<file path="src/rtl/fll_seq_pkg.sv">
`timescale 1ns/1ps
package fll_seq_pkg;
    typedef enum logic [1:0] {
        FS_COARSE = 2'd0,
        FS_FINE   = 2'd1,
        FS_LOCKED = 2'd2
    } fll_state_e;
endpackage

</file>
<file path="src/rtl/fll_mode_ctrl.sv">
`timescale 1ns/1ps
module fll_mode_ctrl
    import fll_seq_pkg::*;
(
    input  logic       clk,
    input  logic       rst_n,
    input  logic       coarse_lock_i,
    input  logic       fine_lock_i,
    output fll_state_e state_o,
    output logic       coarse_active_o,
    output logic       fine_locked_o
);
    fll_state_e state_q, state_d;

    // next-state logic
    always_comb begin
        state_d = state_q;
        unique case (state_q)
            FS_COARSE: if (coarse_lock_i) state_d = FS_FINE;
            FS_FINE:   if (fine_lock_i)   state_d = FS_LOCKED;
            FS_LOCKED: if (!fine_lock_i)  state_d = FS_FINE;
            default:                      state_d = FS_COARSE;
        endcase
    end

    // state register
    always_ff @(posedge clk) begin
        if (!rst_n) state_q <= FS_COARSE;
        else        state_q <= state_d;
    end

    // outputs
    always_comb begin
        coarse_active_o = 1'b0;
        fine_locked_o   = 1'b0;
        unique case (state_q)
            FS_COARSE: coarse_active_o = 1'b1;
            FS_FINE:   coarse_active_o = 1'b0;
            FS_LOCKED: fine_locked_o   = 1'b1;
            default:   coarse_active_o = 1'b1;
        endcase
    end
    assign state_o = state_q;

    AST_NO_RETURN_COARSE: assert property (@(posedge clk) disable iff (!rst_n)
        (state_q != FS_COARSE) |=> (state_q != FS_COARSE));
    AST_LOCK_ENTRY: assert property (@(posedge clk) disable iff (!rst_n)
        (state_q == FS_FINE && fine_lock_i) |=> (state_q == FS_LOCKED));
    AST_LOCK_EXIT: assert property (@(posedge clk) disable iff (!rst_n)
        (state_q == FS_LOCKED && !fine_lock_i) |=> (state_q == FS_FINE));
endmodule

</file>
<file path="src/rtl/fll_step_accum.sv">
`timescale 1ns/1ps
module fll_step_accum #(
    parameter int ACC_W       = 18,
    parameter int DROP_W      = 4,
    parameter int COARSE_STEP = 2048,
    parameter int FINE_SHIFT  = 7
) (
    input  logic                    clk,
    input  logic                    rst_n,
    input  logic                    coarse_active_i,
    input  logic                    coarse_up_i,
    input  logic                    fine_up_i,
    input  logic                    fine_dn_i,
    output logic [ACC_W-DROP_W-1:0] word_o
);
    localparam logic [ACC_W:0] C_STEP  = (ACC_W+1)'(COARSE_STEP);
    localparam logic [ACC_W:0] F_STEP  = (ACC_W+1)'(COARSE_STEP >> FINE_SHIFT);
    localparam logic [ACC_W:0] ACC_MAX = {1'b0, {ACC_W{1'b1}}};

    logic [ACC_W-1:0] acc_q, acc_d;
    logic [ACC_W:0]   ext, up_sum, dn_diff, step;
    logic             inc, dec;

    always_comb begin
        ext     = {1'b0, acc_q};
        step    = coarse_active_i ? C_STEP : F_STEP;
        up_sum  = ext + step;
        dn_diff = ext - F_STEP;
        inc     = coarse_active_i ? coarse_up_i : (fine_up_i & ~fine_dn_i);
        dec     = ~coarse_active_i & fine_dn_i & ~fine_up_i;
        acc_d   = acc_q;
        if (inc) begin
            if (up_sum > ACC_MAX) acc_d = {ACC_W{1'b1}};
            else                  acc_d = up_sum[ACC_W-1:0];
        end else if (dec) begin
            if (ext < F_STEP)     acc_d = '0;
            else                  acc_d = dn_diff[ACC_W-1:0];
        end
    end

    always_ff @(posedge clk) begin
        if (!rst_n) acc_q <= '0;
        else        acc_q <= acc_d;
    end

    assign word_o = acc_q[ACC_W-1:DROP_W];

    AST_COARSE_MONOTONIC: assert property (@(posedge clk) disable iff (!rst_n)
        coarse_active_i |=> (acc_q >= $past(acc_q)));
    AST_FINE_STEP_SIZE: assert property (@(posedge clk) disable iff (!rst_n)
        !coarse_active_i |=> ((acc_q == $past(acc_q)) ||
                              ({1'b0, acc_q} == {1'b0, $past(acc_q)} + F_STEP) ||
                              ({1'b0, acc_q} + F_STEP == {1'b0, $past(acc_q)}) ||
                              (acc_q == '0) || (acc_q == {ACC_W{1'b1}})));
    AST_NO_OVERFLOW: assert property (@(posedge clk) disable iff (!rst_n)
        (coarse_active_i && coarse_up_i && acc_q == {ACC_W{1'b1}}) |=> (acc_q == {ACC_W{1'b1}}));
    AST_NO_UNDERFLOW: assert property (@(posedge clk) disable iff (!rst_n)
        (!coarse_active_i && fine_dn_i && !fine_up_i && acc_q == '0) |=> (acc_q == '0));
endmodule

</file>
<file path="src/rtl/fll_dsm.sv">
`timescale 1ns/1ps
module fll_dsm #(
    parameter int ACC_W  = 18,
    parameter int DROP_W = 4,
    parameter int DAC_W  = 7
) (
    input  logic                    clk,
    input  logic                    rst_n,
    input  logic [ACC_W-DROP_W-1:0] word_i,
    output logic [DAC_W-1:0]        dac_o
);
    localparam int TRUNC_W = ACC_W - DROP_W;
    localparam int FRAC_W  = TRUNC_W - DAC_W;

    logic [DAC_W-1:0] int_part, dac_q, dac_d;
    logic             carry;

    assign int_part = word_i[TRUNC_W-1:FRAC_W];

    generate
        if (FRAC_W > 0) begin : g_mod
            logic [FRAC_W-1:0] err_q;
            logic [FRAC_W:0]   sum;
            assign sum   = {1'b0, err_q} + {1'b0, word_i[FRAC_W-1:0]};
            assign carry = sum[FRAC_W];
            always_ff @(posedge clk) begin
                if (!rst_n) err_q <= '0;
                else        err_q <= sum[FRAC_W-1:0];
            end
        end else begin : g_direct
            assign carry = 1'b0;
        end
    endgenerate

    always_comb begin
        if (carry && int_part == {DAC_W{1'b1}}) dac_d = int_part;
        else                                     dac_d = int_part + DAC_W'(carry);
    end

    always_ff @(posedge clk) begin
        if (!rst_n) dac_q <= '0;
        else        dac_q <= dac_d;
    end
    assign dac_o = dac_q;

    AST_DAC_TRACKS_WORD: assert property (@(posedge clk) disable iff (!rst_n)
        1'b1 |=> ((dac_q == $past(int_part)) || (dac_q == $past(int_part) + 1'b1)));
    AST_DAC_SATURATE: assert property (@(posedge clk) disable iff (!rst_n)
        (int_part == {DAC_W{1'b1}}) |=> (dac_q == {DAC_W{1'b1}}));
endmodule

</file>
<file path="src/rtl/freq_loop_filter_seq.sv">
`timescale 1ns/1ps
module freq_loop_filter_seq
    import fll_seq_pkg::*;
#(
    parameter int ACC_W       = 18,
    parameter int DROP_W      = 4,
    parameter int DAC_W       = 7,
    parameter int FINE_SHIFT  = 7,
    parameter int COARSE_STEP = 1 << (ACC_W - DAC_W)
) (
    input  logic             clk,
    input  logic             rst_n,
    input  logic             coarse_up_i,
    input  logic             coarse_lock_i,
    input  logic             fine_up_i,
    input  logic             fine_dn_i,
    input  logic             fine_lock_i,
    output logic [DAC_W-1:0] dac_code_o,
    output logic [1:0]       mode_o,
    output logic             fine_locked_o
);
    localparam int TRUNC_W = ACC_W - DROP_W;

    fll_state_e         state;
    logic               coarse_active;
    logic [TRUNC_W-1:0] word;

    fll_mode_ctrl u_mode (
        .clk             (clk),
        .rst_n           (rst_n),
        .coarse_lock_i   (coarse_lock_i),
        .fine_lock_i     (fine_lock_i),
        .state_o         (state),
        .coarse_active_o (coarse_active),
        .fine_locked_o   (fine_locked_o)
    );

    fll_step_accum #(
        .ACC_W       (ACC_W),
        .DROP_W      (DROP_W),
        .COARSE_STEP (COARSE_STEP),
        .FINE_SHIFT  (FINE_SHIFT)
    ) u_accum (
        .clk             (clk),
        .rst_n           (rst_n),
        .coarse_active_i (coarse_active),
        .coarse_up_i     (coarse_up_i),
        .fine_up_i       (fine_up_i),
        .fine_dn_i       (fine_dn_i),
        .word_o          (word)
    );

    fll_dsm #(
        .ACC_W  (ACC_W),
        .DROP_W (DROP_W),
        .DAC_W  (DAC_W)
    ) u_dsm (
        .clk    (clk),
        .rst_n  (rst_n),
        .word_i (word),
        .dac_o  (dac_code_o)
    );

    assign mode_o = state;

    AST_RESET_STATE: assert property (@(posedge clk)
        !rst_n |=> (mode_o == 2'd0 && dac_code_o == '0 && !fine_locked_o));
endmodule

</file>
<file path="config.mk">
export PLATFORM = sky130hd
export DESIGN_NAME = freq_loop_filter_seq
export DESIGN_NICKNAME = d
export VERILOG_FILES = /design/src/rtl/fll_seq_pkg.sv /design/src/rtl/fll_mode_ctrl.sv /design/src/rtl/fll_step_accum.sv /design/src/rtl/fll_dsm.sv /design/src/rtl/freq_loop_filter_seq.sv
export SDC_FILE = /design/constraint.sdc
export NUM_CORES = 1
export LEC_CHECK = 0
export BUFFER_PORTS_ARGS = -buffer_cell sky130_fd_sc_hd__buf_2
export CAP_MARGIN = 40
export CORE_MARGIN = 4
export CORE_UTILIZATION = 55
export DETAILED_ROUTE_END_ITERATION = 10
export PLACE_DENSITY = 0.76
export SKIP_CTS_REPAIR_TIMING = 1
export SLEW_MARGIN = 20
export SYNTH_ARGS = -nofsm -noshare
export SYNTH_HDL_FRONTEND = slang
export SYNTH_HIERARCHICAL = 1
export SYNTH_SLANG_ARGS = --single-unit
</file>
<file path="constraint.sdc">
create_clock -name clk -period 2.4 [get_ports clk]
set_input_delay 0.48 -clock clk [delete_from_list [all_inputs] [get_ports clk]]
set_output_delay 0.48 -clock clk [all_outputs]
set_load 0.02 [all_outputs]
</file>
==> metrics, run 1 <==
outcome=completed; GPL Wtd Cong=0.9272; CTS tree=done; die area=5752 um2; Worst-Skew Late Latency=0.28 ns; Top Ports=17; initial core utilization=0.5734; Post-Syn Area=2531 um2; Hold Crit Class=in2reg; DRT Wirelength=6327 um; most common cell in the netlist=dfxtp_1; P&R area growth vs syn=14.53%; library cells used by synthesis=68; Mapped Cells=303; Detailed Place HPWL=4603 um; Yosys reg bits=30; worst-path fanout max=3; setup ws final=0.1029 ns; Die Y=75.84 um; vias in the first global route=2,334; final period utilization=0.9571; startpoint types=flip-flop; first-pass GRT wire length=10,630 um; worst-path cell chain=ha_4 > a211oi_2 > buf_4 > nor3_4 > or3_1 > ha_2 > ha_1 > and3_1 > o211ai_1 > o21ai_1 > mux2i_1; family with the most delay on the worst path=adder cells; Post-synth ARST share=0; WL/cell=16.56 um; core area=4414 um2; CTS clock-pin slew for the worst setup and hold paths=0.07 ns; final hold viol count=0; max-cap violations=0; Mapped Nets=329; Worst Reg-to-Reg Cells=11; Bufs on Longest Clock Path=2; Die Wd=75.84 um; setup TNS=0 ns; drt pass-1 iters=4; share of layout cells above drive strength 1=0.2606; port bufs=16; Yosys warnings=6; Synth top cells by count=30 x dfxtp_1, 21 x nor2_1, 18 x ha_1; Worst Hold Slack=0.5425 ns; Root Buffer=clkbuf_8; Fmax=435.3 MHz; DRC=0; antenna violations before repair=0; Avg Cell Area, Syn=8.354 um2; share of the synthesized area in the top cell type=0.2373; number of synthesized flops with an enable pin=0; Stages on worst setup path=11; most common flop cell mapped by yosys=dfxtp_1; Slew Limit Headroom=0.6683; clk sinks=30; Setup CP Type=reg2reg; sequential element share of the synthesized area=0.2373; crit path time final=2.297 ns; antenna cell count=0; initial drt markers=152; Bufs and invs on worst path=1; total gr overflow=0; via count=2,413; Setup violations, final=0; H-tree Lvls=2; WP data arrival=2.47 ns; Crit path largest cell delay=0.34 ns; slowest CP cell=dfxtp_2; Leak=1.202 nW; Global Route Usage Sum=0.2396; worst slew pin tran=0.4954 ns; maximum VDD drop=885.6 uV; Worst setup EP type=flip-flop; Antenna Nets Post-Route=0; Area after DPL=2723 um2; final instance area=2899 um2; Fin Clk Skew=0.006535 ns; pin count of the biggest net entering global routing=27; Vias/cell=6.317; Yosys top cell by area=dfxtp_1; leading cell types by total area after synthesis=dfxtp_1 24%, ha_1 8.9%, buf_4 4.4%; Place WS=0.05815 ns; number of CTS-inserted buffers=5; cell row count=24; Slew Limit Fails=0; pwr/cell area=1316 nW/um2; Worst EP required=2.57 ns; RSZ-0062 raised after global routing=yes; Final nets=355; worst hold path depth=3
==> metal layers <==
| metal | GRT usage | vias to the layer above | routed length [um] |
|---|---|---|---|
| met2 | 0.4059 | 85 | 3068 |
| met3 | 0.04617 | 22 | 314 |
| met5 | 0 | - | 0 |
| met1 | 0.2958 | 1140 | 2770 |
| li1 | - | 1166 | - |
| met4 | 0.09709 | 0 | 174 |
==> cell type report <==
class                      count  area, um2
clock buffer                   7      86.33
clock inverter                 1      5.005
fill                         380       1515
inverter                      14      52.55
multi-input combinational    231       1770
sequential                    30      606.8
tap                           52      65.06
timing repair buffer          47      312.8
==> cell usage in the layout, fill, tap and decap left out, drive strengths merged, types with 8 or more instances in the layout <==
master / instances
buf: 47
dfxtp: 30
nor2: 22
o21ai: 20
nand2: 19
ha: 18
inv: 14
a21oi: 14
nand3: 14
a31oi: 8
==> where the power goes <==
group | total, mW | internal, mW | switching (mW)
logic | 2.55 | 1.13 | 1.42
clock network | 0.425 | 0.231 | 0.194
registers | 0.835 | 0.685 | 0.149
total | 3.81 | 2.05 | 1.77
==> through the flow <==
stage	power [mW]	instances	util
2_1_floorplan	2.685	303	-
3_3_place_gp	3.166	374	0.6168
4_1_cts	3.668	382	0.6375
5_1_grt	4.123	382	0.6567
6_report	3.815	382	0.6567
3_5_place_dp	3.217	374	0.6168
==> path summary, 6_finish.rpt <==
kind,start,to,slack (ns)
worst max-delay path,u_accum/acc_q[5],u_dsm/dac_o[4],0.10
worst min-delay path,fine_lock_i,u_mode/state_o[1],0.54
worst max register to register,u_accum/acc_q[5],u_dsm/dac_o[4],0.10
worst min register to register,u_dsm/g_mod.err_q[0],u_dsm/g_mod.err_q[0],0.58
==> state kept, by name, summed over array words and instances (netlist names) <==
name / flops
u_accum/acc_q: 14
u_dsm/dac_o: 7
u_dsm/g_mod.err_q: 7
u_mode/state_o: 2
==> worst reg2reg max path, stage by stage, from the launching register on <==
cell	delay, ns
dfxtp_2	0.34
ha_4	0.24
a211oi_2	0.20
buf_4	0.17
nor3_4	0.04
or3_1	0.31
ha_2	0.18
ha_1	0.19
and3_1	0.20
o211ai_1	0.08
o21ai_1	0.11
mux2i_1	0.13
==> cells by family (layout without fill, tap and decap cells) <==
logic type / count (synthesis) / in the layout / share of synthesized area
adders and majority gates: 19 / 19 / 0.09689
buffers and inverters: 42 / 69 / 0.09589
DFF: 30 / 30 / 0.2373
AOI/OAI and AO/OA: 85 / 85 / 0.2313
muxes: 8 / 8 / 0.03213
and+or+nand+nor: 114 / 114 / 0.2892
xor gates and xnor gates: 5 / 5 / 0.01730
No activity file was read; power rests on OpenSTA's default activity.
==> inputs of run 2 (changes only) <==
--- a/config.mk
+++ b/config.mk
@@ -6,10 +6,11 @@
 export NUM_CORES = 1
 export LEC_CHECK = 0
+export ABC_AREA = 1
 export BUFFER_PORTS_ARGS = -buffer_cell sky130_fd_sc_hd__buf_2
 export CAP_MARGIN = 40
 export CORE_MARGIN = 4
-export CORE_UTILIZATION = 55
+export CORE_UTILIZATION = 56
 export DETAILED_ROUTE_END_ITERATION = 10
-export PLACE_DENSITY = 0.76
+export PLACE_DENSITY = 0.77
 export SKIP_CTS_REPAIR_TIMING = 1
 export SLEW_MARGIN = 20
==> constraint.sdc (replaced) <==
create_clock -name clk -period 2.4 [get_ports clk]
set_input_delay 0.48 -clock clk [delete_from_list [all_inputs] [get_ports clk]]
set_output_delay 0.48 -clock clk [all_outputs]
set_load 0.01 [all_outputs]
==> metrics, run 2 <==
outcome=completed; Die Y=77.44 um; Yosys top cell by area=dfxtp_1; Final Power=3.970 mW; P&R area growth vs syn=7.229%; final instance area=2895 um2; Antenna Nets Post-Route=0; crit path time final=2.255 ns; FF-to-FF setup slack=0.15 ns; Setup CP Type=reg2reg; first-pass GRT wire length=10,610 um; Slew Limit Fails=0; initial core utilization=0.5994; RSZ-0062 raised after global routing=no; Top Ports=17; Worst EP required=2.55 ns; Final nets=450; Mapped Cells=414; commonest non-fill, non-tap cell in the layout=nand2_1; startpoint types=flip-flop; clk sinks=30; Detailed Place HPWL=4553 um; worst-path fanout max=4; number of CTS-inserted buffers=5; sequential element share of the synthesized area=0.2224; CTS tree=done; cell row count=24; total gr overflow=0; vias in the first global route=2,404; antenna cell count=0; Vias/cell=5.396; Biggest register=u_accum/acc_q; FF/Latch Area=603.1 um2; Mapped Nets=440; CTS clock-pin slew for the worst setup and hold paths=0.06 ns; port bufs=16; Yosys warnings=6; Worst setup EP type=flip-flop; H-tree Lvls=2; Slew Limit Headroom=0.6497; worst slew pin tran=0.5249 ns; leading cell types by total area after synthesis=dfxtp_1 22%, nand2_1 15%, ha_1 8.3%; share of the synthesized area in the top cell type=0.2224; maximum VDD drop=870.1 uV; share of layout cells above drive strength 1=0.1765; pin count of the biggest net entering global routing=17; number of synthesized flops with an enable pin=0; Yosys reg bits=30; Fin Clk Skew=0.005643 ns; Fmax=443.5 MHz; Die Wd=77.44 um; Avg Cell Area, Syn=6.522 um2; Post-synth ARST share=0; drt pass-1 iters=6; die area=5996 um2; WP data arrival=2.40 ns; most common cell in the netlist=nand2_1; commonest cells after routing, fill and taps aside=108 x nand2_1, 53 x inv_1, 38 x nor2_1, 34 x nand3_1, 29 x a21oi_1; Area after DPL=2754 um2; FILL cells=391; Synth top cells by count=109 x nand2_1, 53 x inv_1, 38 x nor2_1; setup TNS=0 ns; Worst-Skew Late Latency=0.29 ns; Post-Syn Area=2700 um2; Largest register FFs=14; pwr/cell area=1371 nW/um2; Place WS=0.06754 ns; most common flop cell mapped by yosys=dfxtp_1; WL/cell=12.89 um; Setup violations, final=0; DRT Wirelength=6150 um; DRC=0; max-cap violations=0; Multi-input gate area=1729 um2; GPL Wtd Cong=0.9105; via count=2,574; Global Route Usage Sum=0.2139; Bufs on Longest Clock Path=2; Final Util=0.6428; antenna violations before repair=0; Hold Crit Class=in2reg; final hold viol count=0; core area=4504 um2; Leak=1.444 nW; initial drt markers=282; setup ws final=0.1454 ns; Root Buffer=clkbuf_8; final period utilization=0.9394; library cells used by synthesis=33
run 2: cell types whose count changed in the layout (fill, tap and decap cells not counted), sizes merged, moves of 7 or more:
cell and delta:
a21oi +19, a31oi -8, buf -23, inv +43
mux2i -7, nand2 +105, nand3 +26, nor2 +23
nor3b -7
run 2: final cells by class:
cell class	instances	area share
clock buffers	5	0.02377
clock inverters	3	0.01383
inverters	58	0.08168
multi-input cells	305	0.5972
flip-flops and latches	30	0.2083
well taps	52	0.02247
repair buffers	24	0.05272
run 2: per-layer routing:
layer  routed length [um]  global-route usage  vias up
met4                  136             0.07651        0
met1                 2750              0.2706     1137
met2                 2856              0.3670       94
met5                    0                   0        -
li1                     -                   -     1324
met3                  406             0.03472       19
run 2: path summary, 6_finish.rpt:
kind                          end                 start  cells past startpoint
max reg2reg     u_accum/acc_q[13]     u_mode/state_o[1]                     13
min reg2reg  u_dsm/g_mod.err_q[0]  u_dsm/g_mod.err_q[0]                      3
max             u_accum/acc_q[13]     u_mode/state_o[1]                     13
min          u_dsm/g_mod.err_q[0]                 rst_n                      3
run 2: metrics by stage:
stage / std cells / hold slack, ns
floorplan: 414 / 0.4958
global placement: 469 / 0.5047
detailed placement: 469 / 0.5168
CTS: 477 / 0.5205
global route: 477 / 0.5210
finish: 477 / 0.5182
run 2: kinds of logic after synthesis:
family                   Yosys count  share of synthesized area
AO/OA/AOI/OAI                     60                     0.1279
XOR/XNOR                          11                    0.03568
adder cells (fa/ha/maj)           19                    0.09083
flip-flops                        30                     0.2224
AND/OR/NAND/NOR                  215                     0.3749
buffers and inverters             79                     0.1483
run 2: where the power goes:
part | total [mW] | switching (mW) | internal (mW)
clock | 0.499 | 0.194 | 0.305
sequential | 0.897 | 0.218 | 0.680
combinational | 2.57 | 1.61 | 0.959
run 2: critical path: stages (launching register included):
cell	delay, ns
dfxtp_2	0.35
bufinv_8	0.18
ha_1	0.26
inv_1	0.06
ha_1	0.36
nand2_1	0.11
nor2_1	0.24
nand3_1	0.17
nand2_1	0.09
nand2_1	0.05
nand3_1	0.07
nand2_1	0.06
nand2_1	0.06
a21oi_1	0.06
==> inputs of run 3 (changes only) <==
CELL_PAD_IN_SITES_DETAIL_PLACEMENT = 1   (was not set)
CELL_PAD_IN_SITES_GLOBAL_PLACEMENT = 1   (was not set)
CORE_UTILIZATION = 40   (was 56)
PLACE_DENSITY = not set   (was 0.77)
PLACE_DENSITY_LB_ADDON = 0.1   (was not set)
==> metrics, run 3 (synthesized netlist as in run 2, its figures left out) <==
WL/cell=14.57 um; port bufs=16; max-cap violations=0; Area after DPL=2780 um2; slowest CP cell=dfxtp_4; worst-path cell chain=bufinv_8 > ha_1 > inv_1 > inv_1 > ha_2 > ha_4 > nand3_4 > nor2_4 > nand3_2 > nand2_4 > buf_12 > a22oi_1 > a21oi_2; Largest register FFs=14; initial drt markers=135; commonest non-fill, non-tap cell in the layout=nand2_1; Fmax=442.4 MHz; DRT Wirelength=7359 um; Top Ports=17; antenna violations before repair=0; Worst-Skew Late Latency=0.29 ns; number of CTS-inserted buffers=5; via count=2,548; Antenna Nets Post-Route=0; total gr overflow=0; final period utilization=0.9418; internal power=1.860 mW; Leak=1.449 nW; Die Y=90.16 um; worst hold path depth=3; Bufs on Longest Clock Path=2; drt pass-1 iters=4; Crit path largest cell delay=0.36 ns; die area=8129 um2; startpoint types=flip-flop; Worst EP required=2.55 ns; final hold viol count=0; maximum VDD drop=692.0 uV; FILL cells=879; pin count of the biggest net entering global routing=18; Bufs and invs on worst path=4; Setup violations, final=0; H-tree Lvls=2; Flop pwr share=0.226; Place WS=0.02376 ns; cell mode on critical path=inv_1; vias in the first global route=2,638; first-pass GRT wire length=12,620 um; family with the most delay on the worst path=adder cells; Global Route Usage Sum=0.1897; clk sinks=30; Worst Reg-to-Reg Cells=13; Stages on worst setup path=13; DRC=0; Slew Limit Fails=0; crit path time final=2.260 ns; worst slew pin tran=0.6309 ns; Die Wd=90.16 um; final instance area=2933 um2; antenna cell count=0; Vias/cell=5.046; outcome=completed; commonest cells after routing, fill and taps aside=108 x nand2_1, 53 x inv_1, 38 x nor2_1, 34 x nand3_1; cell row count=29; worst-path fanout max=5; Detailed Place HPWL=5701 um; Hold Crit Class=in2reg; WP data arrival=2.41 ns; Worst setup EP type=flip-flop; CTS tree=done; setup ws final=0.1397 ns; Final nets=453; Clock power frac=0.110; core area=6459 um2; P&R area growth vs syn=8.619%; setup TNS=0 ns; NetSw=2.097 mW; Fin Clk Skew=0.01197 ns; GPL Wtd Cong=0.8214; pwr/cell area=1349 nW/um2; CTS clock-pin slew for the worst setup and hold paths=0.08 ns; initial core utilization=0.4181; Slew Limit Headroom=0.5789; Root Buffer=clkbuf_8; Setup CP Type=reg2reg; Final Util=0.4541; switching portion of total power=0.5300; share of layout cells above drive strength 1=0.1776; power share of the combinational group=0.663; Biggest register=u_accum/acc_q
[run 3: changes by cell type in the layout (fill, tap and decap cells not counted)]
cell,before,now
dfxtp_2,2,0
dfxtp_1,28,29
bufinv_16,1,0
clkbuf_8,5,6
buf_4,7,10
clkbuf_1,0,1
clkinv_2,2,1
dfxtp_4,0,1
[run 3: cell type report]
type	count	area, um2	share of cell area
Clock inverter	1	5.005	0.001706
Clock buffer	7	86.33	0.02944
Sequential cell	30	604.3	0.2061
Timing Repair Buffer	27	175.2	0.05973
Multi-Input combinational cell	305	1729	0.5896
Tap cell	77	96.34	0.03285
Inverter	58	236.5	0.08063
[run 3: worst reg2reg max path, cell delays in order (launching register included)]
cell and delay [ns]:
dfxtp_4 0.36, bufinv_8 0.18, ha_1 0.26, inv_1 0.10
inv_1 0.08, ha_2 0.22, ha_4 0.18, nand3_4 0.11
nor2_4 0.05, nand3_2 0.09, nand2_4 0.08, buf_12 0.13
a22oi_1 0.21, a21oi_2 0.08
[run 3: power by group through the flow]
| stage | Clock [mW] | Sequential (mW) | Combinational (mW) |
|---|---|---|---|
| after global placement | 0 | 0.894 | 2.52 |
| final | 0.437 | 0.895 | 2.63 |
| after CTS | 0.455 | 0.892 | 2.60 |
| after floorplan | 0 | 0.833 | 2.10 |
| after detailed placement | 0 | 0.903 | 2.58 |
| after global routing | 0.473 | 0.929 | 2.99 |
[run 3: path summary, 6_finish.rpt]
kind,start,end,slack (ns)
max reg2reg,u_mode/state_o[1],u_accum/acc_q[11],0.14
min,rst_n,u_dsm/g_mod.err_q[0],0.52
max,u_mode/state_o[1],u_accum/acc_q[11],0.14
min reg2reg,u_dsm/g_mod.err_q[0],u_dsm/g_mod.err_q[0],0.54
[run 3: per-layer routing]
metal,GRT usage,wire (um),vias up
li1,-,-,1328
met2,0.3130,3427,42
met5,0,0,-
met3,0.03088,366,8
met1,0.2536,3479,1170
met4,0.05740,86,0
[run 3: metrics by stage]
step | power [mW] | cells | hold slack (ns)
floorplan | 2.930 | 414 | 0.4958
global placement | 3.412 | 495 | 0.5041
detailed placement | 3.488 | 495 | 0.5240
CTS | 3.946 | 503 | 0.5259
global route | 4.393 | 505 | 0.5545
finish | 3.958 | 505 | 0.5223
